`config.mk`:
```
export PLATFORM = sky130hd
export DESIGN_NAME = lcd_blink_ctrl
export DESIGN_NICKNAME = d
export VERILOG_FILES = /design/src/rtl/lcd_blink_pkg.sv /design/src/rtl/lcd_blink_cfg.sv /design/src/rtl/lcd_frame_irq.sv /design/src/rtl/lcd_seg_gate.sv /design/src/rtl/lcd_blink_ctrl.sv
export SDC_FILE = /design/constraint.sdc
export NUM_CORES = 1
export LEC_CHECK = 0
export ABC_AREA = 0
export CAP_MARGIN = 10
export CORE_ASPECT_RATIO = 1.5
export CORE_MARGIN = 2
export CORE_UTILIZATION = 43
export CTS_BUF_LIST = sky130_fd_sc_hd__clkbuf_16
export DETAILED_ROUTE_END_ITERATION = 16
export HOLD_SLACK_MARGIN = 0.08
export PLACE_DENSITY = 0.75
export SYNTH_ARGS = -nofsm -noshare
export SYNTH_HDL_FRONTEND = slang
export SYNTH_SLANG_ARGS = --single-unit
```
`constraint.sdc`:
```
create_clock -name clk_i -period 2.2 [get_ports clk_i]
set_clock_uncertainty 0.2 [all_clocks]
set_input_delay 0.66 -clock clk_i [delete_from_list [all_inputs] [get_ports clk_i]]
set_output_delay 0.66 -clock clk_i [all_outputs]
set_load 0.05 [all_outputs]
```
`src/rtl/lcd_blink_pkg.sv`:
```
package lcd_blink_pkg;
  localparam int unsigned NUM_COM  = 4;
  localparam int unsigned COM_W    = $clog2(NUM_COM);
  localparam int unsigned RATE_W   = 2;
  localparam int unsigned MAX_HALF = 1 << ((1 << RATE_W) - 1);
  localparam int unsigned CNT_W    = $clog2(MAX_HALF) + 1;

  typedef struct packed {
    logic                blink_en;
    logic [RATE_W-1:0]   rate;
    logic [NUM_COM-1:0]  mask1;
    logic [NUM_COM-1:0]  mask0;
  } blink_cfg_t;
endpackage

```
`src/rtl/lcd_blink_cfg.sv`:
```
module lcd_blink_cfg
  import lcd_blink_pkg::*;
(
  input  logic               clk_i,
  input  logic               rst_ni,
  input  logic               frame_start_i,
  input  blink_cfg_t         cfg_i,
  output logic               blink_act_o,
  output logic [NUM_COM-1:0] mask0_o,
  output logic [NUM_COM-1:0] mask1_o,
  output logic               phase_on_o
);
  logic               blink_q;
  logic [NUM_COM-1:0] mask0_q, mask1_q;
  logic               phase_q;
  logic [CNT_W-1:0]   cnt_q;
  logic [CNT_W-1:0]   cnt_nxt;
  logic [CNT_W-1:0]   half;

  assign cnt_nxt = cnt_q + CNT_W'(1);
  // rate is consumed only at the strobe, so it needs no shadow copy
  assign half    = CNT_W'(1) << cfg_i.rate;

  always_ff @(posedge clk_i or negedge rst_ni) begin
    if (!rst_ni) begin
      blink_q <= 1'b0;
      mask0_q <= '0;
      mask1_q <= '0;
      phase_q <= 1'b1;
      cnt_q   <= '0;
    end else if (frame_start_i) begin
      blink_q <= cfg_i.blink_en;
      mask0_q <= cfg_i.mask0;
      mask1_q <= cfg_i.mask1;
      if (!cfg_i.blink_en || !blink_q) begin
        phase_q <= 1'b1;
        cnt_q   <= '0;
      end else if (cnt_nxt >= half) begin
        phase_q <= ~phase_q;
        cnt_q   <= '0;
      end else begin
        cnt_q   <= cnt_nxt;
      end
    end
  end

  assign blink_act_o = blink_q;
  assign mask0_o     = mask0_q;
  assign mask1_o     = mask1_q;
  assign phase_on_o  = phase_q;
endmodule

```
`src/rtl/lcd_frame_irq.sv`:
```
module lcd_frame_irq #(
  parameter int unsigned IVL_W = 5
) (
  input  logic             clk_i,
  input  logic             rst_ni,
  input  logic             frame_start_i,
  input  logic [IVL_W-1:0] ivl_i,
  output logic             irq_o
);
  logic [IVL_W-1:0] ivl_q;
  logic [IVL_W-1:0] rem_q;
  logic             irq_q;

  always_ff @(posedge clk_i or negedge rst_ni) begin
    if (!rst_ni) begin
      ivl_q <= '0;
      rem_q <= '0;
      irq_q <= 1'b0;
    end else begin
      irq_q <= 1'b0;
      if (frame_start_i) begin
        ivl_q <= ivl_i;
        if (ivl_i != ivl_q) begin
          rem_q <= ivl_i;
        end else if (rem_q == '0) begin
          irq_q <= 1'b1;
          rem_q <= ivl_q;
        end else begin
          rem_q <= rem_q - IVL_W'(1);
        end
      end
    end
  end

  assign irq_o = irq_q;
endmodule

```
`src/rtl/lcd_seg_gate.sv`:
```
module lcd_seg_gate
  import lcd_blink_pkg::*;
#(
  parameter int unsigned NUM_SEG = 8
) (
  input  logic               seg_en_i,
  input  logic               blink_act_i,
  input  logic               phase_on_i,
  input  logic [NUM_COM-1:0] mask0_i,
  input  logic [NUM_COM-1:0] mask1_i,
  input  logic [COM_W-1:0]   com_idx_i,
  input  logic [NUM_SEG-1:0] mem_i,
  output logic [NUM_SEG-1:0] seg_o
);
  logic mask_all;
  logic dark;

  assign mask_all = ~|{mask1_i, mask0_i};
  assign dark     = blink_act_i & ~phase_on_i;

  for (genvar g = 0; g < NUM_SEG; g++) begin : g_seg
    logic sel;
    if (g == 0) begin : g_t0
      assign sel = mask_all | mask0_i[com_idx_i];
    end else if (g == 1) begin : g_t1
      assign sel = mask_all | mask1_i[com_idx_i];
    end else begin : g_tn
      assign sel = mask_all;
    end
    assign seg_o[g] = seg_en_i & mem_i[g] & ~(sel & dark);
  end
endmodule

```
`src/rtl/lcd_blink_ctrl.sv`:
```
module lcd_blink_ctrl
  import lcd_blink_pkg::*;
#(
  parameter int unsigned NUM_SEG = 8,
  parameter int unsigned IVL_W   = 5
) (
  input  logic               clk_i,
  input  logic               rst_ni,
  input  logic               seg_en_i,
  input  logic               blink_en_i,
  input  logic [RATE_W-1:0]  rate_i,
  input  logic [NUM_COM-1:0] mask0_i,
  input  logic [NUM_COM-1:0] mask1_i,
  input  logic [IVL_W-1:0]   ivl_i,
  input  logic               frame_start_i,
  input  logic [COM_W-1:0]   com_idx_i,
  input  logic [NUM_SEG-1:0] mem_i,
  output logic [NUM_SEG-1:0] seg_o,
  output logic               frame_irq_o
);
  blink_cfg_t         cfg_in;
  logic               blink_act;
  logic               phase_on;
  logic [NUM_COM-1:0] mask0_act, mask1_act;

  assign cfg_in = '{blink_en: blink_en_i, rate: rate_i, mask1: mask1_i, mask0: mask0_i};

  lcd_blink_cfg u_cfg (
    .clk_i        (clk_i),
    .rst_ni       (rst_ni),
    .frame_start_i(frame_start_i),
    .cfg_i        (cfg_in),
    .blink_act_o  (blink_act),
    .mask0_o      (mask0_act),
    .mask1_o      (mask1_act),
    .phase_on_o   (phase_on)
  );

  lcd_seg_gate #(.NUM_SEG(NUM_SEG)) u_gate (
    .seg_en_i   (seg_en_i),
    .blink_act_i(blink_act),
    .phase_on_i (phase_on),
    .mask0_i    (mask0_act),
    .mask1_i    (mask1_act),
    .com_idx_i  (com_idx_i),
    .mem_i      (mem_i),
    .seg_o      (seg_o)
  );

  lcd_frame_irq #(.IVL_W(IVL_W)) u_irq (
    .clk_i        (clk_i),
    .rst_ni       (rst_ni),
    .frame_start_i(frame_start_i),
    .ivl_i        (ivl_i),
    .irq_o        (frame_irq_o)
  );
endmodule

```
==> results.json <==
{
  "cell_internal_pwr_w": 0.0009992,
  "p_total_w": 0.001384,
  "vias": 1301,
  "holdBufCountCts": 0,
  "rr_worst_depth": 9,
  "final.fill_count": 212,
  "clock_path_buffers": 2,
  "hold_path.class": "flip-flop to flip-flop",
  "synth_most_common_cell": "dfrtp_1",
  "tritoncts": "yes",
  "synth_cell_types": 37,
  "critPathLaunch": "com_idx_i[1]",
  "worstMarginPinSlew_ns": 0.3922,
  "setup_tns_ns": -1.688,
  "ios": 39,
  "dp.final_hpwl_mm": 2.853,
  "clk_pin_slew_ns": 0.06,
  "fin_area_um2": 2450,
  "fin_util_pct": 76.78,
  "routabilityCongestion": 0.8221,
  "drtIter0Drc": 27,
  "violations": "setup timing",
  "drtAntennaViolNets": 0,
  "async_reset_ff_share_pct": 100.0,
  "synth_top_area_share_pct": 41.34,
  "worstHoldStart": "u_cfg.phase_on_o$_DFFE_PN1P_",
  "cts_root_buf": "clkbuf_16",
  "ir_drop_uv": 736.8,
  "syn_to_final_growth_pct": 68.65,
  "status": "finished, violations left",
  "grt_pass1_vias": 1366,
  "synth_area_leaders": "dfrtp_1 41%, mux2_2 9.3%, ha_1 5.2%",
  "rsz0062_at_grt": "true",
  "p_per_area_nw_per_um2": 565.1,
  "clock_sinks": 25,
  "finalWirelength_mm": 4.060,
  "port-buffer-count": 38,
  "setup_viol": 8,
  "period_needed_ns": 2.492,
  "grt_antenna_before_repair": 0,
  "min_period_over_period_pct": 113.3,
  "htreeDepth": 1,
  "start_util_pct": 45.53,
  "reg2reg_from": "u_cfg.cnt_q[1]$_DFFE_PN0P_",
  "power.switching_w": 0.0003852,
  "ys_ff_latch": 25,
  "slowest_delay_ns": 0.50,
  "ys.flop_type": "dfrtp_1",
  "path_max_fanout": 2,
  "cp_slowest_cell": "mux4_2",
  "netlist_area_um2": 1453,
  "setup_ws_ns": -0.2918,
  "p_seq_share_pct": 40.1,
  "syn_area_per_cell_um2": 10.60,
  "final-max-slew-violation-count": 0,
  "synth_commonest_cells": "24 x dfrtp_1, 12 x mux2_2, 11 x inv_1, 8 x nand2_1, 8 x nor2_1",
  "place_area_um2": 2127,
  "criticalPathCategory": "input port to output pin",
  "num_rows": 25,
  "routed_via_density": 5.354,
  "synthCells": 137,
  "whs_endpoint": "u_cfg.phase_on_o$_DFFE_PN1P_",
  "power_frac_clock_pct": 28.3,
  "die_h_um": 75.19,
  "grt_max_degree": 26,
  "finalHoldViolations": 0,
  "synth_top_cell_by_area": "dfrtp_1",
  "drive_gt1_share_pct": 44.33,
  "power_frac_comb_pct": 31.6,
  "dieArea_um2": 3869,
  "dpl_worst_slack_ns": -0.7464,
  "cp.required_ns": 1.34,
  "grtUsageTotal_pct": 21.36,
  "leakage_nw": 1.076,
  "reg2reg_to": "u_cfg.cnt_q[0]$_DFFE_PN0P_",
  "cp-end-kind": "output pin",
  "grt_pass1_wl_mm": 6.106,
  "die_w_um": 51.46,
  "crit_chain": "buf_8, mux4_2, nand2_2, and3_4, buf_12",
  "arrival_ns": 1.63,
  "syn-num-nets": 173,
  "grt_overflow": 0,
  "wl_per_cell_um": 16.71,
  "final_nets": 240,
  "clk_latency_ns": 0.25,
  "diodes": 0,
  "drc": 0,
  "p_sw_share_pct": 27.82,
  "synth_edf_count": 0,
  "max_freq_ghz": 0.4013,
  "maxCapViolations": 0,
  "dr.pass1.iters": 4,
  "ys_seq_area_share_pct": 43.15,
  "core-area_um2": 3191,
  "relSlewSlack_pct": 73.77,
  "startpoint_type": "input port",
  "whs_path_depth": 2,
  "ys_warn_count": 0,
  "r2r_slack_ns": 0,
  "cts_made_buffers": 3
}
-- power groups by stage --
stage | registers, W | logic [W] | clock network, W
2_1_floorplan | 0.000543 | 0.000190 | 0
3_3_place_gp | 0.000550 | 0.000347 | 0
3_5_place_dp | 0.000554 | 0.000362 | 0
4_1_cts | 0.000552 | 0.000409 | 0.000399
5_1_grt | 0.000562 | 0.000467 | 0.000417
6_report | 0.000555 | 0.000438 | 0.000392
-- per-stage QoR --
| stage | hold WS (ns) | instances |
|---|---|---|
| finish | 0.3327 | 243 |
| floorplan | 0.1644 | 137 |
| global route | 0.3643 | 243 |
| CTS | 0.3229 | 240 |
| global placement | 0.2911 | 232 |
| detailed placement | 0.3090 | 232 |
-- worst max-delay path: cells and delay by family --
family | cells | cell delay (ns)
mux | 1 | 0.50
simple gates | 2 | 0.26
buf+inv | 2 | 0.21
-- cells in the final DEF, fill, tap and decap left out, types with 3 or more instances in the layout --
cell             instances
ha_4                     3
nor2_1                   6
buf_4                   25
clkdlybuf4s50_1         23
buf_12                   9
clkbuf_16                3
mux2i_1                  4
a21oi_1                  4
buf_6                    4
o21ai_0                  4
inv_1                   12
nand2b_4                 3
and2_4                   6
nand3_1                  3
mux2_2                  12
nand2_1                  7
xor2_1                   3
xnor2_1                  3
dfrtp_1                 23
-- flip-flops by register name, indices dropped and copies added (netlist names) --
| signal | cells |
|---|---|
| u_cfg.phase_on_o | 1 |
| u_cfg.blink_act_o | 1 |
| u_irq.irq_o | 1 |
| u_irq.ivl_q | 5 |
| u_cfg.mask1_o | 4 |
| u_cfg.mask0_o | 4 |
| u_cfg.cnt_q | 4 |
| u_irq.rem_q | 5 |
-- how the worst max path moves through the flow --
stage	slack (ns)	cells after the start	endpoint
global placement	-0.72	5	seg_o[1]
global route	-0.31	5	seg_o[0]
finish	-0.29	5	seg_o[0]
CTS	-0.29	5	seg_o[0]
detailed placement	-0.75	5	seg_o[1]
floorplan	-0.11	3	seg_o[0]
-- cell type report --
| class | instances | area, µm² | share of cell area, % |
|---|---|---|---|
| Tap cell | 40 | 50.05 | 2.043 |
| Clock buffer | 3 | 75.07 | 3.064 |
| Sequential cell | 25 | 628.1 | 25.64 |
| Multi-Input combinational cell | 98 | 962.2 | 39.27 |
| Clock inverter | 1 | 3.754 | 0.1532 |
| Timing Repair Buffer | 65 | 689.4 | 28.14 |
| Inverter | 11 | 41.29 | 1.685 |
-- logic make-up after synthesis --
kind of cell,Yosys count,share of synthesized area [%]
AO/OA/AOI/OAI,22,10.42
buffers and inverters,14,4.306
XOR/XNOR,8,4.823
flip-flops,25,43.15
adder cells (fa/ha/maj),6,5.168
multiplexers,18,15.16
AND/OR/NAND/NOR,44,16.97
-- routing by layer --
| metal | global-route usage (%) | vias up | wire, µm |
|---|---|---|---|
| li1 | - | 622 | - |
| met1 | 20.84 | 649 | 1335 |
| met2 | 43.59 | 20 | 2556 |
| met3 | 2.381 | 10 | 58 |
| met4 | 9.357 | 0 | 109 |
| met5 | 0 | - | 0 |
-- what timing repair did --
action                     CTS  global route
setup endpoints to repair   14            18
buffers inserted             4             3
gates resized for setup     39            13
pin swaps                   19            14
(Power assumes the default switching activity.)
